`src/rtl/exu_pkg.sv`:
```
`timescale 1ns/1ps
package exu_pkg;

  localparam int FUNC_W = 3;
  localparam int OP_W   = 4;

  typedef enum logic [1:0] {
    ALU_SUM,
    ALU_AND,
    ALU_OR,
    ALU_XOR
  } aluKind_e;

  typedef enum logic [1:0] {
    FILL_ZERO,
    FILL_SIGN,
    FILL_WRAP
  } shiftFill_e;

  typedef enum logic [2:0] {
    CND_NEVER,
    CND_NEG,
    CND_ZERO,
    CND_CARRY,
    CND_ALWAYS,
    CND_NONNEG,
    CND_NONZERO,
    CND_NOCARRY
  } cond_e;

  // Strobes from the decoder to the datapath
  typedef struct packed {
    aluKind_e   aluKind;
    logic       invB;
    logic       carryIn;
    logic       doShift;
    logic       shiftRight;
    shiftFill_e fill;
    cond_e      cond;
  } exuCtrl_t;

endpackage

```
`src/rtl/exu_ctrl.sv`:
```
`timescale 1ns/1ps
module exu_ctrl
  import exu_pkg::*;
(
  input  logic [FUNC_W-1:0] funcSel,
  input  logic [OP_W-1:0]   opSel,
  output exuCtrl_t          ctrl
);

  always_comb begin
    ctrl = '{aluKind: ALU_SUM, invB: 1'b0, carryIn: 1'b0, doShift: 1'b0,
             shiftRight: 1'b0, fill: FILL_ZERO, cond: CND_NEVER};

    // Function selector: bit 0 of the upper codes inverts B
    unique case (funcSel)
      3'd0: ctrl.aluKind = ALU_SUM;
      3'd1: begin ctrl.aluKind = ALU_SUM; ctrl.invB = 1'b1; ctrl.carryIn = 1'b1; end
      3'd2: ctrl.aluKind = ALU_AND;
      3'd3: begin ctrl.aluKind = ALU_AND; ctrl.invB = 1'b1; end
      3'd4: ctrl.aluKind = ALU_OR;
      3'd5: begin ctrl.aluKind = ALU_OR;  ctrl.invB = 1'b1; end
      3'd6: ctrl.aluKind = ALU_XOR;
      default: begin ctrl.aluKind = ALU_XOR; ctrl.invB = 1'b1; end
    endcase

    // Operation selector: shift kind or branch condition
    case (opSel)
      4'd0: begin ctrl.doShift = 1'b1; ctrl.shiftRight = 1'b1; ctrl.fill = FILL_ZERO; end
      4'd1: begin ctrl.doShift = 1'b1; ctrl.shiftRight = 1'b0; ctrl.fill = FILL_ZERO; end
      4'd2: begin ctrl.doShift = 1'b1; ctrl.shiftRight = 1'b1; ctrl.fill = FILL_WRAP; end
      4'd3: begin ctrl.doShift = 1'b1; ctrl.shiftRight = 1'b0; ctrl.fill = FILL_WRAP; end
      4'd4: begin ctrl.doShift = 1'b1; ctrl.shiftRight = 1'b1; ctrl.fill = FILL_SIGN; end
      4'd9:  ctrl.cond = CND_NEG;
      4'd10: ctrl.cond = CND_ZERO;
      4'd11: ctrl.cond = CND_CARRY;
      4'd12: ctrl.cond = CND_ALWAYS;
      4'd13: ctrl.cond = CND_NONNEG;
      4'd14: ctrl.cond = CND_NONZERO;
      4'd15: ctrl.cond = CND_NOCARRY;
      default: ctrl.cond = CND_NEVER;
    endcase
  end

endmodule

```
`src/rtl/exu_alu.sv`:
```
`timescale 1ns/1ps
module exu_alu
  import exu_pkg::*;
#(
  parameter int DATA_W = 32
) (
  input  logic [DATA_W-1:0] opA,
  input  logic [DATA_W-1:0] opB,
  input  aluKind_e          aluKind,
  input  logic              invB,
  input  logic              carryIn,
  output logic [DATA_W-1:0] aluOut,
  output logic              carryOut
);

  localparam int SUM_W = DATA_W + 1;

  logic [DATA_W-1:0] bEff;
  logic [SUM_W-1:0]  sumWide;

  assign bEff    = invB ? ~opB : opB;
  assign sumWide = {1'b0, opA} + {1'b0, bEff} + {{DATA_W{1'b0}}, carryIn};

  always_comb begin
    unique case (aluKind)
      ALU_SUM: aluOut = sumWide[DATA_W-1:0];
      ALU_AND: aluOut = opA & bEff;
      ALU_OR:  aluOut = opA | bEff;
      default: aluOut = opA ^ bEff;
    endcase
  end

  assign carryOut = (aluKind == ALU_SUM) ? sumWide[DATA_W] : 1'b0;

endmodule

```
`src/rtl/exu_shifter.sv`:
```
`timescale 1ns/1ps
module exu_shifter
  import exu_pkg::*;
#(
  parameter int DATA_W = 32,
  localparam int CNT_W = $clog2(DATA_W)
) (
  input  logic [DATA_W-1:0] dIn,
  input  logic [CNT_W-1:0]  count,
  input  logic              doShift,
  input  logic              shiftRight,
  input  shiftFill_e        fill,
  output logic [DATA_W-1:0] dOut
);

  logic [DATA_W-1:0] stage [CNT_W+1];

  assign stage[0] = dIn;

  // One stage per count bit; stage k moves the value by 2**k places
  for (genvar k = 0; k < CNT_W; k++) begin : g_stage
    localparam int S = 1 << k;
    logic [DATA_W-1:0] cur;
    logic [S-1:0]      rFill;
    logic [S-1:0]      lFill;
    logic [DATA_W-1:0] rOut;
    logic [DATA_W-1:0] lOut;

    assign cur   = stage[k];
    assign rFill = (fill == FILL_WRAP) ? cur[S-1:0] :
                   (fill == FILL_SIGN) ? {S{cur[DATA_W-1]}} : '0;
    assign lFill = (fill == FILL_WRAP) ? cur[DATA_W-1:DATA_W-S] : '0;
    assign rOut  = {rFill, cur[DATA_W-1:S]};
    assign lOut  = {cur[DATA_W-1-S:0], lFill};

    assign stage[k+1] = (doShift && count[k]) ? (shiftRight ? rOut : lOut) : cur;
  end

  assign dOut = stage[CNT_W];

endmodule

```
`src/rtl/exu_datapath.sv`:
```
`timescale 1ns/1ps
module exu_datapath
  import exu_pkg::*;
#(
  parameter int DATA_W = 32,
  localparam int CNT_W = $clog2(DATA_W)
) (
  input  logic [DATA_W-1:0] opA,
  input  logic [DATA_W-1:0] opB,
  input  logic [CNT_W-1:0]  shCount,
  input  exuCtrl_t          ctrl,
  output logic [DATA_W-1:0] resNext,
  output logic              carryNext,
  output logic              takenNext
);

  logic [DATA_W-1:0] aluOut;
  logic              aluCarry;
  logic              isNeg;
  logic              isZero;

  exu_alu #(.DATA_W(DATA_W)) u_alu (
    .opA      (opA),
    .opB      (opB),
    .aluKind  (ctrl.aluKind),
    .invB     (ctrl.invB),
    .carryIn  (ctrl.carryIn),
    .aluOut   (aluOut),
    .carryOut (aluCarry)
  );

  exu_shifter #(.DATA_W(DATA_W)) u_shifter (
    .dIn        (aluOut),
    .count      (shCount),
    .doShift    (ctrl.doShift),
    .shiftRight (ctrl.shiftRight),
    .fill       (ctrl.fill),
    .dOut       (resNext)
  );

  assign isNeg  = aluOut[DATA_W-1];
  assign isZero = (aluOut == '0);

  always_comb begin
    unique case (ctrl.cond)
      CND_NEG:     takenNext = isNeg;
      CND_ZERO:    takenNext = isZero;
      CND_CARRY:   takenNext = aluCarry;
      CND_ALWAYS:  takenNext = 1'b1;
      CND_NONNEG:  takenNext = !isNeg;
      CND_NONZERO: takenNext = !isZero;
      CND_NOCARRY: takenNext = !aluCarry;
      default:     takenNext = 1'b0;
    endcase
  end

  assign carryNext = aluCarry;

endmodule

```
`src/rtl/exu_top.sv`:
```
`timescale 1ns/1ps
module exu_top
  import exu_pkg::*;
#(
  parameter int DATA_W     = 32,
  parameter bit REGISTERED = 1'b0,
  localparam int CNT_W     = $clog2(DATA_W)
) (
  input  logic                 clk,
  input  logic                 rst,
  input  logic [DATA_W-1:0]    opA,
  input  logic [DATA_W-1:0]    opB,
  input  logic [FUNC_W-1:0]    funcSel,
  input  logic [OP_W-1:0]      opSel,
  input  logic [CNT_W-1:0]     shCount,
  output logic [DATA_W-1:0]    result,
  output logic                 carry,
  output logic                 taken
);

  exuCtrl_t          ctrl;
  logic [DATA_W-1:0] resNext;
  logic              carryNext;
  logic              takenNext;

  exu_ctrl u_ctrl (
    .funcSel (funcSel),
    .opSel   (opSel),
    .ctrl    (ctrl)
  );

  exu_datapath #(.DATA_W(DATA_W)) u_datapath (
    .opA       (opA),
    .opB       (opB),
    .shCount   (shCount),
    .ctrl      (ctrl),
    .resNext   (resNext),
    .carryNext (carryNext),
    .takenNext (takenNext)
  );

  if (REGISTERED) begin : g_reg
    always_ff @(posedge clk) begin
      if (rst) begin
        result <= '0;
        carry  <= 1'b0;
        taken  <= 1'b0;
      end else begin
        result <= resNext;
        carry  <= carryNext;
        taken  <= takenNext;
      end
    end
  end else begin : g_comb
    assign result = resNext;
    assign carry  = carryNext;
    assign taken  = takenNext;
  end

endmodule

```
`config.mk`:
```
export PLATFORM = sky130hd
export DESIGN_NAME = exu_top
export DESIGN_NICKNAME = d
export VERILOG_FILES = /design/src/rtl/exu_pkg.sv /design/src/rtl/exu_ctrl.sv /design/src/rtl/exu_alu.sv /design/src/rtl/exu_shifter.sv /design/src/rtl/exu_datapath.sv /design/src/rtl/exu_top.sv
export SDC_FILE = /design/constraint.sdc
export NUM_CORES = 1
export LEC_CHECK = 0
export ABC_AREA = 0
export BUFFER_PORTS_ARGS = -buffer_cell sky130_fd_sc_hd__buf_2
export CORE_MARGIN = 2
export CORE_UTILIZATION = 57
export DETAILED_ROUTE_END_ITERATION = 10
export MAX_ROUTING_LAYER = met4
export PLACE_DENSITY = 0.85
export SYNTH_ARGS = -nofsm -noshare
export SYNTH_HDL_FRONTEND = slang
export SYNTH_SLANG_ARGS = --single-unit
```
`constraint.sdc`:
```
create_clock -name vclk -period 4.26
set_clock_uncertainty 0.2 [all_clocks]
set_input_delay 0 -clock vclk [all_inputs]
set_output_delay 0 -clock vclk [all_outputs]
set_load 0.005 [all_outputs]
```
==> flow_summary.toml, run 1 <==
[status]
status = "stopped before the end"
haltStage = "global routing"
firstError = "[ERROR GRT-0232] Routing congestion too high. Check the congestion heatmap in the GUI."

[die]
die_h_um = 130
initial_core_util_pct = 57.7
boundaryPins = 112
num_rows = 46
die_w_um = 130

[synthesis]
syn-cell-area_um2 = 9100
syn_nets = 1590
ys_seq_area_share_pct = 0
synth_most_common_cell = "nor2_1"
synth_top_area_share_pct = 8.80
synth_top_area_cell = "ha_1"
yosys_warnings = 0
yosys-top-cells-area = "ha_1 (8.8%), nor2_1 (6.2%), a21oi_1 (5.9%)"
syn_avg_cell_area_um2 = 6.29
yosysUniqueCellTypes = 103
synthCells = 1446
synth_common_cells = "nor2_1 (150), nand2_1 (142), a21oi_1 (107)"

[cts]
holdBufCountCts = 0

[global_route]
grt_start_max_net_pins = 42
track_usage_pct = 72.6
grt-ovfl-total = 9

[placed_design]
io_buffer_count = 110
hpwl_mm = 32.1
gp_congestion = 1.31
dpl_cell_area_um2 = 11300
## per-stage QoR
stage / instances / utilization [%] / hold WS (ns) / setup WS [ns]
after floorplan: 1446 / - / -0.0662 / 0.00302
after global placement: 1885 / 71.5 / 0.217 / -0.282
after detailed placement: 1885 / 71.5 / 0.216 / -0.378
after CTS: 1898 / 74.0 / 0.217 / 0.00562
## what timing repair did
action / CTS
endpoints found under the setup margin: 33
endpoints found under the hold margin: 0
resized for setup: 68
buffers inserted: 12
pin swaps: 23
gates cloned: 1
## per-layer routing
layer | track usage [%] | overflow
met1 | 71.4 | 0
met5 | - | -
met3 | 62.1 | 1
met2 | 84.0 | 5
met4 | 68.7 | 3
## cells by family after synthesis
logic type | share of synthesized area [%]
AOI/OAI and AO/OA | 48.0
and+or+nand+nor | 26.5
buffers and inverters | 9.09
adders and majority gates | 9.24
xor gates and xnor gates | 3.95
muxes | 3.20
==> run 2, diff against run 1 <==
--- a/config.mk
+++ b/config.mk
@@ -8,10 +8,9 @@
 export ABC_AREA = 0
 export BUFFER_PORTS_ARGS = -buffer_cell sky130_fd_sc_hd__buf_2
 export CORE_MARGIN = 2
-export CORE_UTILIZATION = 57
+export CORE_UTILIZATION = 40
 export DETAILED_ROUTE_END_ITERATION = 10
-export MAX_ROUTING_LAYER = met4
-export PLACE_DENSITY = 0.85
+export PLACE_DENSITY_LB_ADDON = 0.15
 export SYNTH_ARGS = -nofsm -noshare
 export SYNTH_HDL_FRONTEND = slang
 export SYNTH_SLANG_ARGS = --single-unit
==> constraint.sdc (replaced) <==
create_clock -name vclk -period 5.54
set_clock_uncertainty 0.2 [all_clocks]
set_input_delay 0 -clock vclk [all_inputs]
set_output_delay 0 -clock vclk [all_outputs]
set_load 0.005 [all_outputs]
==> run 2 against run 1 <==
The flow now finishes without violations. Synthesized area unchanged. Synthesized cell count unchanged.
==> flow_summary.toml, run 2 <==
[placed_design]
io_buffer_count = 110
hpwl_mm = 33.0
gp_congestion = 1.03
dpl_cell_area_um2 = 9870

[synthesis]
synthAdderAreaFrac_pct = 9.24
synthMuxAreaShare_pct = 3.20
synth_common_cells = "nor2_1 (150), nand2_1 (142), a21oi_1 (107)"
yosysUniqueCellTypes = 103
synth_xor_area_share_pct = 3.95
syn_nets = 1590
ys_seq_area_share_pct = 0
yosys.area_share.simple_pct = 26.5
yosys-top-cells-area = "ha_1 (8.8%), nor2_1 (6.2%), a21oi_1 (5.9%)"
syn_avg_cell_area_um2 = 6.29
synth_top_family_by_area = "compound AO/OA/AOI/OAI gates"
synthCells = 1446
synth_top_area_share_pct = 8.80
syn-cell-area_um2 = 9100
synth_most_common_cell = "nor2_1"
synth_top_area_cell = "ha_1"
synth-compound-area-share_pct = 48.0
yosys_warnings = 0

[worst_setup_path]
critPathCaptureType = "primary output"
worstPathRequired_ns = 5.34
path_max_fanout = 10
worstSetupPathType = "input port to primary output"
worst_ep_arrival_time_ns = 5.04
cp-start-kind = "input port"

[hold_path]
whs_path_depth = 4
min_to = "taken"
hp-start = "opSel[2]"
hold_path.class = "input port to primary output"

[global_route]
antenna_found_initial = 0
grt_pass1_wl_mm = 66.4
grt_start_max_net_pins = 57
grt-ovfl-total = 0
track_usage_pct = 34.8
grt_pass1_vias = 11000

[route]
wire_per_inst_um = 24.5
wirelength_mm = 43.1
num_vias = 12100
antenna_left = 0
top_layer = "met4"
drc = 0
viasPerCell = 6.89
met1_length_mm = 17.9
wl_met3_mm = 3.80
drt_first_iter_violations = 1499
first_pass_iters = 6
dr_wl_met2_mm = 19.0

[timing]
hold_viol = 0
period_share_pct = 94.5
tightest_slew_ns = 0.933
relSlewSlack_pct = 37.8
rsz0062_at_grt = "no"
setup_viol = 0
fmax_mhz = 191
slew_viol_final = 0
period_needed_ns = 5.24
fin_setup_tns_ns = 0

[cells_and_area]
areaGrowthSynthToFinish_pct = 8.59
final_cell_mix = "nor2_1 (149), nand2_1 (142), buf_2 (110)"
final_nets = 1624
clkbuf_count = 0
finalCoreUtilization_pct = 43.9
drive_gt1_share_pct = 15.6
design.seq.count = 0
regArea_um2 = 0
final_common_cell = "nor2_1"
n_antenna_cell = 0
fin_area_um2 = 9880

[status]
status = "finished clean"

[die]
num_rows = 55
core_um2 = 22500
initial_core_util_pct = 40.5
dieArea_um2 = 24000
die_h_um = 155
die_w_um = 155
boundaryPins = 112

[pwr]
total_leakage_power_uw = 0.00407
powerDensity_nw_per_um2 = 168
power.total_uw = 1670
ir_worst_vdd_v = 0.0000645

[run]
maxCapViolCount = 0
[run 2: cell counts after synthesis]
No cell type changed its count.
[run 2: worst max path at each step]
stage / startpoint / to / depth (start not counted)
after floorplan: funcSel[2] / result[21] / 19
after global placement: funcSel[0] / result[30] / 18
after detailed placement: funcSel[0] / result[30] / 18
after CTS: funcSel[0] / result[30] / 18
after global routing: funcSel[0] / result[15] / 18
final: funcSel[0] / result[29] / 17
[run 2: final cells by class]
class                           instances  area (um2)
Fill cell                            2517       12600
Multi-Input combinational cell       1238        8300
Timing Repair Buffer                  157         916
Tap cell                              285         357
Inverter                               83         312
[run 2: power breakdown]
group | total [uW] | internal [uW] | switching [uW] | leakage (uW)
combinational | 1670 | 577 | 1090 | 0.00407
sequential | 0 | 0 | 0 | 0
clock | 0 | 0 | 0 | 0
[run 2: worst max-delay path: stages]
cell      delay, ns
buf_2          0.26
xor2_1         0.17
fa_1           0.49
fa_1           0.49
a211oi_2       0.36
o211ai_2       0.31
a21o_1         0.26
a21oi_1        0.26
o21ai_0        0.12
o211a_1        0.16
o21ai_0        0.70
o21ai_0        0.14
o21ai_0        0.61
o21ai_0        0.16
a22oi_1        0.28
o22ai_1        0.11
buf_2          0.15
[run 2: repair_timing]
action	CTS	global route
hold buffers	0	0
buffers inserted	0	1
gates resized for setup	0	1
setup endpoints to repair	0	5
[run 2: cells by family (layout without fill, tap and decap cells)]
| family | after synthesis | after routing |
|---|---|---|
| AOI/OAI and AO/OA | 604 | 604 |
| and+or+nand+nor | 504 | 504 |
| xor gates and xnor gates | 41 | 41 |
| adders and majority gates | 66 | 66 |
| muxes | 23 | 23 |
| buffers and inverters | 208 | 240 |
[run 2: per-layer routing]
| layer | up-vias | track usage (%) |
|---|---|---|
| li1 | 5580 | - |
| met1 | 5745 | 47.3 |
| met2 | 683 | 55.6 |
| met3 | 133 | 3.29 |
| met4 | 0 | 16.4 |
| met5 | - | 0 |
[run 2: per-stage QoR]
stage	hold slack (ns)	setup WS, ns	instances
floorplan	-0.0662	0.900	1446
global placement	0.210	0.481	1762
detailed placement	0.237	0.383	1762
CTS	0.240	0.365	1762
global route	0.290	0.0225	1763
finish	0.239	0.303	1763
(Power assumes the default switching activity.)
==> run 3, diff against run 2 <==
--- a/config.mk
+++ b/config.mk
@@ -6,9 +6,10 @@
 export NUM_CORES = 1
 export LEC_CHECK = 0
 export ABC_AREA = 0
+export ABC_CLOCK_PERIOD_IN_PS = 5540
 export BUFFER_PORTS_ARGS = -buffer_cell sky130_fd_sc_hd__buf_2
 export CORE_MARGIN = 2
-export CORE_UTILIZATION = 40
+export CORE_UTILIZATION = 30
 export DETAILED_ROUTE_END_ITERATION = 10
 export PLACE_DENSITY_LB_ADDON = 0.15
 export SYNTH_ARGS = -nofsm -noshare
==> run 3 against run 2 <==
Sequential cell count unchanged. Worst hold slack worse by 0.00089 ns. Critical path depth up 1. Total power up 1.4%. Cell area up 1.8%. Critical endpoint is now result[28]. Cell count up 6.4%. Via count down 0.56%. Sequential share of layout area unchanged. Utilization down 10 points.
==> flow_summary.toml, run 3 (same netlist as run 2, synthesis figures left out) <==
[status]
status = "finished clean"

[global_route]
grt_start_max_net_pins = 51
grt_pass1_vias = 11100
grt_pass1_wl_mm = 69.7
track_usage_pct = 28.1
grt-ovfl-total = 0
antenna_found_initial = 0

[pwr]
ir_worst_vdd_v = 0.0000486
total_leakage_power_uw = 0.00410
powerDensity_nw_per_um2 = 168
power.total_uw = 1690

[cts]
cts_resized = 0
post-cts-setup-buffer-count = 0
holdBufCountCts = 0

[cells_and_area]
fillers = 3405
design.seq.count = 0
areaGrowthSynthToFinish_pct = 10.5
drive_gt1_share_pct = 15.9
final_cell_mix = "nor2_1 (149), nand2_1 (142), buf_2 (110)"
clkbuf_count = 0
final_common_cell = "nor2_1"
regArea_um2 = 0
final_nets = 1631
n_antenna_cell = 0

[die]
die_h_um = 178
boundaryPins = 112
dieArea_um2 = 31800
initial_core_util_pct = 30.5
core_um2 = 29800
die_w_um = 178
num_rows = 63

[timing]
tightest_slew_ns = 1.45
period_share_pct = 93.9
period_needed_ns = 5.20
slew_viol_final = 0
fmax_mhz = 192
rsz0062_at_grt = "no"
fin_setup_tns_ns = 0
hold_viol = 0
setup_slack_ns = 0.340
relSlewSlack_pct = 3.30
setup_viol = 0

[run]
maxCapViolCount = 0

[route]
antenna_left = 0
wire_per_inst_um = 24.3
wirelength_mm = 45.5
viasPerCell = 6.44
first_pass_iters = 6
drt_first_iter_violations = 1564
num_vias = 12100
drc = 0

[hold_path]
hold_path.class = "input port to primary output"

[placed_design]
gp_congestion = 0.956
io_buffer_count = 110
dp_slack_ns = 0.491
hpwl_mm = 35.3

[worst_setup_path]
worstPathRequired_ns = 5.34
worstSetupPathType = "input port to primary output"
cp-start-kind = "input port"
path_max_fanout = 30
critPathCaptureType = "primary output"
worst_ep_arrival_time_ns = 5.00
==> run 3: cell type report <==
class	instances	area [um2]	area share [%]
inverter	83	312	3.10
multi-input combinational	1238	8290	82.4
tap	390	488	4.85
timing repair buffer	164	968	9.63
==> run 3: path summary, 6_finish.rpt <==
path	startpoint	to	depth (start not counted)
setup / recovery	funcSel[0]	result[28]	18
hold / removal	opSel[2]	taken	4
==> run 3: report_power, final <==
group	internal (uW)	switching [uW]
sequential	0	0
combinational	584	1100
clock	0	0
==> run 3: routing by layer <==
| layer | track usage (%) | part of all wire [%] | up-vias |
|---|---|---|---|
| met5 | 0 | 0 | - |
| met4 | 9.08 | 3.8 | 0 |
| met3 | 1.66 | 6.9 | 81 |
| met2 | 46.5 | 46 | 610 |
| met1 | 38.8 | 43 | 5788 |
| li1 | - | - | 5594 |
==> run 3: critical path, cell delays in order <==
cell and delay (ns):
buf_2 0.15, buf_12 0.22, xor2_1 0.21, inv_1 0.06, ha_1 0.44, a21oi_1 0.35, o21ai_0 0.23, a31oi_1 0.50
and3_1 0.35, o311ai_2 0.19, nor2_1 0.69, a22oi_1 0.23, o2111ai_1 0.30, nand3_1 0.24, mux2_2 0.34, o211a_1 0.21
o22ai_1 0.13, buf_2 0.14
==> run 3: through the flow <==
step | utilization (%) | cell area (um2) | cells | hold slack (ns)
3_5_place_dp | 33.8 | 10100 | 1875 | 0.229
2_1_floorplan | - | 9100 | 1446 | -0.0662
4_1_cts | 33.8 | 10100 | 1875 | 0.231
3_3_place_gp | 33.8 | 10100 | 1875 | 0.228
5_1_grt | 33.8 | 10100 | 1875 | 0.261
6_report | 33.8 | 10100 | 1875 | 0.238
